[src/rtl/fc_rx_pkg.sv]
package fc_rx_pkg;

  localparam logic [7:0] K_MARK    = 8'hBC;
  localparam logic [7:0] CODE_SOF  = 8'h36;
  localparam logic [7:0] CODE_EOF  = 8'h95;
  localparam int         HDR_BYTES = 24;
  localparam int         CRC_BYTES = 4;

  // Per-frame parsing context, carried from byte to byte
  typedef struct packed {
    logic [1:0]      os_left;   // ordered-set bytes still to consume
    logic            os_code;   // next ordered-set byte is the code byte
    logic            in_frame;
    logic            drop;      // header did not match
    logic            err;       // data field over the limit
    logic [2:0]      dl_cnt;    // delay-line occupancy
    logic [3:0][7:0] dl;        // dl[0] oldest
    logic [31:0]     crc;
    logic [23:0]     did;
    logic [7:0]      typ;
  } rx_ctx_t;

  // One byte of reflected CRC-32 (polynomial 0x04C11DB7)
  function automatic logic [31:0] crc_byte(input logic [31:0] c, input logic [7:0] b);
    logic [31:0] r;
    r = c ^ {24'h0, b};
    for (int i = 0; i < 8; i++) begin
      r = r[0] ? ((r >> 1) ^ 32'hEDB88320) : (r >> 1);
    end
    return r;
  endfunction

endpackage

[src/rtl/fc_rx_rst_sync.sv]
module fc_rx_rst_sync (
  input  logic clk,
  input  logic rst_n_i,
  output logic rst_n_o
);
  logic [1:0] sync_q;

  always_ff @(posedge clk or negedge rst_n_i) begin
    if (!rst_n_i) sync_q <= 2'b00;
    else          sync_q <= {sync_q[0], 1'b1};
  end

  assign rst_n_o = sync_q[1];
endmodule

[src/rtl/fc_rx_byte_step.sv]
module fc_rx_byte_step
  import fc_rx_pkg::*;
#(
  parameter int          MAX_PAYLOAD = 2112,
  parameter int          CNT_W       = 12,
  parameter logic [23:0] MY_DID      = 24'h0A0B0C,
  parameter logic [7:0]  MY_TYPE     = 8'h61
) (
  input  rx_ctx_t          ctx_i,
  input  logic [CNT_W-1:0] cnt_i,
  input  logic             en,
  input  logic [7:0]       byte_i,
  input  logic             ctrl_i,
  output rx_ctx_t          ctx_o,
  output logic [CNT_W-1:0] cnt_o,
  output logic             wr,
  output logic [7:0]       wr_byte,
  output logic             good,
  output logic             bad
);
  localparam logic [CNT_W-1:0] ONE_C  = CNT_W'(1);
  localparam logic [CNT_W-1:0] DID_HI = CNT_W'(3);
  localparam logic [CNT_W-1:0] TYP_C  = CNT_W'(8);
  localparam logic [CNT_W-1:0] HDR_C  = CNT_W'(HDR_BYTES);
  localparam logic [CNT_W-1:0] DEC_C  = CNT_W'(HDR_BYTES - 1);
  localparam logic [CNT_W-1:0] LIM_C  = CNT_W'(HDR_BYTES + MAX_PAYLOAD);
  localparam logic [CNT_W-1:0] SAT_C  = {CNT_W{1'b1}};

  logic       frame_ok;
  logic [7:0] ex;

  assign frame_ok = (ctx_i.dl_cnt == 3'd4) && (cnt_i >= HDR_C) && !ctx_i.err &&
                    (ctx_i.dl == ~ctx_i.crc);
  assign ex = ctx_i.dl[0];

  always_comb begin
    ctx_o   = ctx_i;
    cnt_o   = cnt_i;
    wr      = 1'b0;
    wr_byte = 8'h00;
    good    = 1'b0;
    bad     = 1'b0;
    if (en) begin
      if (ctrl_i && (byte_i == K_MARK)) begin
        ctx_o.os_left = 2'd3;
        ctx_o.os_code = 1'b1;
      end else if (ctx_i.os_left != 2'd0) begin
        ctx_o.os_left = ctx_i.os_left - 2'd1;
        ctx_o.os_code = 1'b0;
        if (ctx_i.os_code && ((byte_i == CODE_SOF) || (byte_i == CODE_EOF))) begin
          if (ctx_i.in_frame && !ctx_i.drop) begin
            if ((byte_i == CODE_EOF) && frame_ok) good = 1'b1;
            else                                  bad  = 1'b1;
          end
          ctx_o.in_frame = (byte_i == CODE_SOF);
          if (byte_i == CODE_SOF) begin
            ctx_o.dl_cnt = 3'd0;
            ctx_o.crc    = 32'hFFFF_FFFF;
            ctx_o.drop   = 1'b0;
            ctx_o.err    = 1'b0;
            cnt_o        = '0;
          end
        end
      end else if (!ctrl_i && ctx_i.in_frame) begin
        if (ctx_i.dl_cnt == 3'd4) begin
          ctx_o.dl  = {byte_i, ctx_i.dl[3:1]};
          ctx_o.crc = crc_byte(ctx_i.crc, ex);
          if (cnt_i != SAT_C) cnt_o = cnt_i + ONE_C;
          if ((cnt_i >= ONE_C) && (cnt_i <= DID_HI)) ctx_o.did = {ctx_i.did[15:0], ex};
          if (cnt_i == TYP_C) ctx_o.typ = ex;
          if (cnt_i == DEC_C) ctx_o.drop = (ctx_i.did != MY_DID) || (ctx_i.typ != MY_TYPE);
          if ((cnt_i >= HDR_C) && !ctx_i.drop) begin
            if (cnt_i < LIM_C) begin
              wr      = 1'b1;
              wr_byte = ex;
            end else begin
              ctx_o.err = 1'b1;
            end
          end
        end else begin
          ctx_o.dl[ctx_i.dl_cnt[1:0]] = byte_i;
          ctx_o.dl_cnt                = ctx_i.dl_cnt + 3'd1;
        end
      end
    end
  end
endmodule

[src/rtl/fc_rx_wr_pack.sv]
module fc_rx_wr_pack #(
  parameter int ADDR_W = 16
) (
  input  logic              clk,
  input  logic              rst_n,
  input  logic [1:0]        lane_wr,
  input  logic [1:0][7:0]   lane_byte,
  output logic              mem_we,
  output logic [ADDR_W-1:0] mem_addr,
  output logic [15:0]       mem_data,
  output logic [1:0]        mem_strb
);
  logic [ADDR_W-1:0] next_q, next_d;
  logic              we_d;
  logic [ADDR_W-1:0] addr_d;
  logic [15:0]       data_d;
  logic [1:0]        strb_d;

  always_comb begin
    we_d   = |lane_wr;
    addr_d = mem_addr;
    next_d = next_q;
    data_d = 16'h0000;
    strb_d = 2'b00;
    case (lane_wr)
      2'b11: begin data_d = {lane_byte[1], lane_byte[0]}; strb_d = 2'b11; end
      2'b01: begin data_d = {8'h00, lane_byte[0]};        strb_d = 2'b01; end
      2'b10: begin data_d = {8'h00, lane_byte[1]};        strb_d = 2'b01; end
      default: ;
    endcase
    if (we_d) begin
      addr_d = next_q;
      next_d = next_q + ((lane_wr == 2'b11) ? ADDR_W'(2) : ADDR_W'(1));
    end
  end

  always_ff @(posedge clk or negedge rst_n) begin
    if (!rst_n) begin
      next_q   <= '0;
      mem_we   <= 1'b0;
      mem_addr <= '0;
      mem_data <= '0;
      mem_strb <= '0;
    end else begin
      next_q   <= next_d;
      mem_we   <= we_d;
      mem_addr <= addr_d;
      mem_data <= data_d;
      mem_strb <= strb_d;
    end
  end
endmodule

[src/rtl/fc_rx_filter.sv]
module fc_rx_filter
  import fc_rx_pkg::*;
#(
  parameter int          MAX_PAYLOAD = 2112,
  parameter int          ADDR_W      = 16,
  parameter logic [23:0] MY_DID      = 24'h0A0B0C,
  parameter logic [7:0]  MY_TYPE     = 8'h61
) (
  input  logic              clk,
  input  logic              rst_n,
  input  logic              wide_mode,
  input  logic [15:0]       rx_data,
  input  logic [1:0]        rx_ctrl,
  output logic              mem_we,
  output logic [ADDR_W-1:0] mem_addr,
  output logic [15:0]       mem_data,
  output logic [1:0]        mem_strb,
  output logic              frame_good,
  output logic              frame_bad
);
  localparam int LANES = 2;
  localparam int CNT_W = $clog2(HDR_BYTES + MAX_PAYLOAD + 2);

  logic                  rst_n_s;
  rx_ctx_t               ctx_q;
  logic [CNT_W-1:0]      cnt_q;
  rx_ctx_t               ctx_c [LANES+1];
  logic [CNT_W-1:0]      cnt_c [LANES+1];
  logic [LANES-1:0]      en_l, wr_l, good_l, bad_l;
  logic [LANES-1:0][7:0] wb_l;

  fc_rx_rst_sync u_rst (.clk(clk), .rst_n_i(rst_n), .rst_n_o(rst_n_s));

  assign ctx_c[0] = ctx_q;
  assign cnt_c[0] = cnt_q;

  for (genvar l = 0; l < LANES; l++) begin : g_lane
    assign en_l[l] = (l == 0) ? 1'b1 : wide_mode;
    fc_rx_byte_step #(
      .MAX_PAYLOAD(MAX_PAYLOAD), .CNT_W(CNT_W), .MY_DID(MY_DID), .MY_TYPE(MY_TYPE)
    ) u_step (
      .ctx_i  (ctx_c[l]),
      .cnt_i  (cnt_c[l]),
      .en     (en_l[l]),
      .byte_i (rx_data[8*l +: 8]),
      .ctrl_i (rx_ctrl[l]),
      .ctx_o  (ctx_c[l+1]),
      .cnt_o  (cnt_c[l+1]),
      .wr     (wr_l[l]),
      .wr_byte(wb_l[l]),
      .good   (good_l[l]),
      .bad    (bad_l[l])
    );
  end

  always_ff @(posedge clk or negedge rst_n_s) begin
    if (!rst_n_s) begin
      ctx_q      <= '0;
      cnt_q      <= '0;
      frame_good <= 1'b0;
      frame_bad  <= 1'b0;
    end else begin
      ctx_q      <= ctx_c[LANES];
      cnt_q      <= cnt_c[LANES];
      frame_good <= |good_l;
      frame_bad  <= |bad_l;
    end
  end

  fc_rx_wr_pack #(.ADDR_W(ADDR_W)) u_pack (
    .clk      (clk),
    .rst_n    (rst_n_s),
    .lane_wr  (wr_l),
    .lane_byte(wb_l),
    .mem_we   (mem_we),
    .mem_addr (mem_addr),
    .mem_data (mem_data),
    .mem_strb (mem_strb)
  );
endmodule

[config.mk]
export PLATFORM = sky130hd
export DESIGN_NAME = fc_rx_filter
export DESIGN_NICKNAME = d
export VERILOG_FILES = /design/src/rtl/fc_rx_pkg.sv /design/src/rtl/fc_rx_rst_sync.sv /design/src/rtl/fc_rx_byte_step.sv /design/src/rtl/fc_rx_wr_pack.sv /design/src/rtl/fc_rx_filter.sv
export SDC_FILE = /design/constraint.sdc
export NUM_CORES = 1
export LEC_CHECK = 0
export BUFFER_PORTS_ARGS = -buffer_cell sky130_fd_sc_hd__buf_2
export CAP_MARGIN = 40
export CORE_ASPECT_RATIO = 1.5
export CORE_MARGIN = 2
export CORE_UTILIZATION = 36
export CTS_BUF_LIST = sky130_fd_sc_hd__clkbuf_2
export DETAILED_ROUTE_END_ITERATION = 6
export GPL_ROUTABILITY_DRIVEN = 0
export GPL_TIMING_DRIVEN = 0
export PLACE_DENSITY = 0.52
export SETUP_SLACK_MARGIN = 0.2
export SYNTH_ARGS = -nofsm -noshare
export SYNTH_HDL_FRONTEND = slang
export SYNTH_HIERARCHICAL = 1
export SYNTH_SLANG_ARGS = --single-unit
[constraint.sdc]
create_clock -name clk -period 6.7 [get_ports clk]
set_input_delay 0 -clock clk [delete_from_list [all_inputs] [get_ports clk]]
set_output_delay 0 -clock clk [all_outputs]
set_load 0.01 [all_outputs]
* Word-level counts from Yosys, hierarchy flattened
Cells that the tools add are included.
** Storage, ports and cells
- Register bits after elaboration :: 172
- Latch bits :: 0
- RAM bits :: 0
- ROM bits :: 0
- Input port bits :: 21
- Word-level logic and storage cells :: 253
- Memories :: 0
** Operators by class
- Add/sub/neg operators :: 7
- Multiply operators :: 0
- Divide/modulo/power cells :: 0
- Order comparisons :: 12
- Eq/ne operators :: 23
- Shifts and indexed selects :: 0
- Multiplexer cells :: 131
- Bitwise gates (word level) :: 20
- Reduce and logical (&&, ||, !) cells :: 38
** Operator list (count)
- $mux 32 :: 28
- $not 13->14 :: 16
- $mux 102 :: 2
- $mux 101 :: 2
- $mux 12 :: 15
- $mux 8 :: 17
- $mux 64 :: 2
- $mux 105 :: 1
- $bwmux 32 :: 2
- $eq 32x32->1 :: 2
- $not 32->32 :: 2
- $xor 32x8->32 :: 2
- $mux 24 :: 2
- $ne 24x20->1 const B :: 2
- $pmux 16 s3 :: 1
- $mux 1 :: 41
- $demux 8 s2 :: 2
- $eq 8x8->1 const B :: 4
- $add 12x1->12 const B :: 2
- $eq 12x4->1 const B :: 2
- $eq 12x5->1 const B :: 2
- $ge 12x1->1 const B :: 2
- $ge 12x5->1 const B :: 2
- $le 12x2->1 const B :: 2
- 23 further kinds :: 76

* Longest topological paths before layout
- Word-level depth :: 43
- Gate-level depth with buffers :: 21
- Gate-level depth less buffers :: 19

* Cells and area by module
The synthesis kept the hierarchy.
** Modules (own cells, without submodules)
- fc_rx_byte_step (g_lane[0].u_step) :: times used 1, cells an instance 477, area each 3433.3 um2
- fc_rx_byte_step (g_lane[1].u_step) :: times used 1, cells an instance 483, area each 3394.5 um2
- fc_rx_filter :: times used 1, cells an instance 122, area each 2994.1 um2
- fc_rx_wr_pack :: times used 1, cells an instance 143, area each 1985.7 um2
- fc_rx_rst_sync :: times used 1, cells an instance 3, area each 53.8 um2

* Worst setup path before layout
Ideal clock, no wire load.
- Path type :: reg-to-reg
- Start point :: register ctx_q, in the netlist ctx_c[314]
- End point :: register u_pack.next_q[4]
- Library setup time :: 0.126 ns
- Data arrival time :: 4.594 ns
- Data required time :: 6.574 ns
- Path slack :: 1.980 ns
- Cell stages (with the launch flop) :: 18
- Path buffers :: 2
- Period minus slack after synthesis :: 4.720 ns
- Path through :: dfrtp_1 -> or4b_1 -> nor2_1 -> and2_0 -> clkbuf_1 -> nand3_1 -> o31ai_1 -> nand2_1 -> a211o_1 -> a21oi_1 -> buf_2 -> nand2_1 -> ha_1 -> ha_1 -> o21ai_1 -> nand2_1 -> and3_1 -> xor2_1
** RTL lines
- from (decl) :: RTL line fc_rx_filter.sv:25 : rx_ctx_t ctx_q;
- from (signal assigned) :: RTL line fc_rx_filter.sv:63 : ctx_q <= ctx_c[LANES];
- to (signal assigned) :: RTL line fc_rx_wr_pack.sv:45 : next_q <= next_d;
- to (decl) :: RTL line fc_rx_wr_pack.sv:13 : logic [ADDR_W-1:0] next_q, next_d;

==> impl_metrics.py <==
metrics = {
    "run_status": {
        "status": "finished, final reports clean",
    },
    "timing": {
        "slew_viol_final": 0,
        "period_needed_ns": 5.657,
        "timing.final.ws_setup_ns": 1.043,
        "clock_skew_ns": 0.07198,
        "fin_crit_sh_pct": 84.43,
        "fmax_mhz": 176.8,
        "worstMarginPinSlew_ns": 0.9385,
        "setup_violations": 0,
        "hold_viol": 0,
        "grt_setup_unrepaired": "false",
        "tns_ns": 0,
        "relSlewSlack_pct": 36.98,
    },
    "synthesis": {
        "synth_top_cell_by_area": "dfrtp_1",
        "synthCells": 1228,
        "synthTopCellsByArea": "dfrtp_1 (36%), xnor2_1 (9.7%), mux2_2 (6.8%)",
        "synth_top_area_share_pct": 36.08,
        "synth_cell_type_count": 77,
        "avgSynthCellArea_um2": 9.659,
        "ys_ff_latch": 171,
        "syn-cell-area_mm2": 0.01186,
        "synth_enable_flop_cells": 0,
        "synth_warnings": 6,
        "synth-async-reset-ratio_pct": 100.0,
        "synthFlopType": "dfrtp_1",
        "syn_nets": 1271,
        "ys_seq_area_share_pct": 36.08,
    },
    "critical_path": {
        "worstPathCellList": "or2_2 > clkbuf_1 > and4_1 > nand2_1 > nand3_1 > o21ai_0 > inv_1 > ha_1 > and4b_1 > nand3_1 > clkbuf_1 > clkbuf_1 > o22ai_1 > dlygate4sd3_1 > nor2_1 > dlygate4sd3_1",
        "cp_max_fo": 10,
        "cpMostUsedCell": "clkbuf_1",
        "slowest_stage": "dlygate4sd3_1",
        "crit_type": "reg2reg",
        "r2r_cells": 16,
        "critPathMaxStageDelay_ns": 0.60,
        "regToRegStartpoint": "ctx_c[314]$_DFF_PN0_",
        "startpoint": "ctx_c[314]$_DFF_PN0_",
        "crit_path_end_kind": "flip-flop",
        "cp.required_ns": 7.59,
        "r2r-end": "ctx_c[292]$_DFF_PN0_",
        "crit_buf_inv": 6,
        "cp.depth": 16,
        "arrival_ns": 6.55,
        "crit_family": "buffers and inverters",
        "start_kind": "flip-flop",
        "ff2ff_setup_slack_ns": 1.04,
        "endpoint": "ctx_c[292]$_DFF_PN0_",
    },
    "final_layout": {
        "layout.nets": 1428,
        "fill_cells": 3191,
        "fin_util_pct": 42.25,
        "drive_above_1_share_pct": 17.60,
        "area_growth_pct": 15.89,
        "final_cell_area_mm2": 0.01375,
    },
    "routing": {
        "antenna_left": 0,
        "route.detailed.drc": 0,
        "dr_total_vias": 10310,
        "firstDrtPassIters": 5,
        "routed_wl_um": 41760,
        "wl_per_cell_um": 23.01,
        "routed_via_density": 5.679,
        "dr.first_iter.drc_count": 793,
    },
    "cts": {
        "clk_pin_slew_worst_paths_ns": 0.34,
        "cts-root-buf": "clkbuf_2",
        "cts_setup_buffers": 0,
        "htreeDepth": 4,
        "cts.hold.buffers_added": 66,
        "clk_latency_ns": 0.91,
        "cts_sinks": 171,
        "cts_resized": 0,
        "numCtsBuffers": 17,
        "clockBufferDepth": 2,
        "cts_tree": "done",
    },
    "die": {
        "fp.dieArea_mm2": 0.03445,
        "coreArea_mm2": 0.03253,
        "io_pins": 58,
        "start_util_pct": 36.46,
        "rows": 81,
        "die_w_um": 152.2,
        "die_h_um": 226.3,
    },
    "placement": {
        "dp_slack_ns": 1.207,
        "placed_cell_area_mm2": 0.01283,
        "portBuffers": 56,
        "place_hpwl_um": 31650,
    },
    "global_route": {
        "antenna_found_initial": 2,
        "grt_max_degree": 65,
        "busiest_layer": "met2",
        "use_met2_pct": 44.36,
        "grt_pass1_vias": 10400,
        "grt_overflow": 0,
        "grt_pass1_wl_um": 63610,
        "gr-usage-all-layers_pct": 24.41,
        "use_met1_pct": 26.70,
        "grt_util_met3_pct": 3.135,
    },
    "min_path": {
        "hold_path_class": "in2reg",
    },
    "pwr": {
        "power_leakage_nw": 6.197,
        "finalPower_mw": 1.778,
        "power_density_mw_per_mm2": 129.4,
        "peakVddDrop_uv": 94.96,
    },
    "flow_run": {
        "drv_cap": 0,
    },
}
## routing by layer
layer	wire [um]	vias to the layer above	part of all wire [%]
li1	-	4695	-
met1	15500	5014	37
met2	21320	450	51
met3	2044	149	4.9
met4	2897	0	6.9
met5	0	-	0
## worst min path at each step
| stage | start | endpoint | slack [ns] | cells past startpoint |
|---|---|---|---|---|
| after detailed placement | rst_n | u_rst/sync_q[0]$_DFF_PN0_ | -0.21 | 1 |
| after floorplan | rst_n | u_rst/sync_q[0]$_DFF_PN0_ | -0.30 | 0 |
| after CTS | rx_data[10] | ctx_c[276]$_DFF_PN0_ | 0.004 | 4 |
| final | rx_data[10] | ctx_c[276]$_DFF_PN0_ | 0.09 | 4 |
| after global routing | rx_data[10] | ctx_c[276]$_DFF_PN0_ | 0.009 | 4 |
| after global placement | rst_n | u_rst/sync_q[1]$_DFF_PN0_ | -0.21 | 1 |
## cell usage after synthesis, types with 8 or more instances
cell / n
dfrtp_1: 171
nor2_1: 142
xnor2_1: 132
nand2_1: 76
mux2_2: 72
xor2_1: 54
a21oi_1: 50
clkbuf_1: 37
o22ai_1: 33
inv_1: 31
nand3_1: 30
o211ai_1: 30
and2_1: 28
o21ai_0: 27
nor3_1: 25
nor4_1: 25
ha_1: 22
mux2_4: 20
and3_1: 19
nand4_1: 16
a22o_1: 9
o22a_1: 9
and4_1: 8
mux2_1: 8
o32ai_1: 8
## where the power goes
part	total (mW)	internal (mW)	switching, mW
combinational	0.124	0.0493	0.0744
clock	0.601	0.130	0.471
sequential	1.05	1.04	0.0134
total	1.78	1.22	0.559
## layout by cell type (no fill, tap or decap), types with 14 or more instances in the layout
cell	Yosys	layout
a21oi_1	50	50
and2_1	28	28
and3_1	19	19
buf_2	7	65
buf_4	3	14
clkbuf_1	37	37
clkbuf_2	0	17
dfrtp_1	171	170
dlygate4sd3_1	0	66
ha_1	22	22
inv_1	31	31
mux2_2	72	72
mux2_4	20	20
nand2_1	76	76
nand3_1	30	30
nand4_1	16	16
nor2_1	142	142
nor3_1	25	25
nor4_1	25	24
o211ai_1	30	30
o21ai_0	27	27
o22ai_1	33	33
xnor2_1	132	132
xor2_1	54	54
## metrics by stage
stage	cells	hold slack, ns
finish	1815	0.09240
global placement	1699	-0.2147
floorplan	1228	-0.2956
CTS	1813	0.004436
detailed placement	1715	-0.2108
global route	1815	0.008709
## state kept, by name, summed over array words and instances (netlist names)
name             cells
u_pack/next_q       16
u_pack/mem_strb      2
ctx_c              105
frame_good           1
u_rst/sync_q         2
cnt_q               12
u_pack/mem_addr     16
frame_bad            1
u_pack/mem_data     16
## worst reg2reg max path, stage by stage (launching register included)
cell,delay (ns)
dfrtp_1,0.49
or2_2,0.31
clkbuf_1,0.20
and4_1,0.27
nand2_1,0.46
nand3_1,0.13
o21ai_0,0.24
inv_1,0.15
ha_1,0.33
and4b_1,0.24
nand3_1,0.39
clkbuf_1,0.49
clkbuf_1,0.56
o22ai_1,0.17
dlygate4sd3_1,0.60
nor2_1,0.10
dlygate4sd3_1,0.57
## cells by family (layout without fill, tap and decap cells)
logic type	after synthesis	in the layout	synth area share [%]
AND/OR/NAND/NOR	431	431	19.15
AO/OA/AOI/OAI	209	209	11.89
XOR/XNOR	206	206	16.94
flip-flops	171	171	36.08
multiplexers	105	105	10.55
buffers and inverters	82	252	3.017
adder cells (fa/ha/maj)	22	22	2.321
other	2	4	0.06331
## final cells by class
type / count / area [um2] / share of cell area (%)
plain buffers: 51 / 241.5 / 1.757
flip-flops and latches: 171 / 4283 / 31.16
multi-input cells: 975 / 7231 / 52.60
well taps: 415 / 519.2 / 3.778
clock buffers: 17 / 85.08 / 0.6190
repair buffers: 138 / 1100 / 8.001
clock inverters: 15 / 165.2 / 1.202
diodes: 2 / 5.005 / 0.03641
inverters: 31 / 116.4 / 0.8465
(Power assumes the default switching activity.)
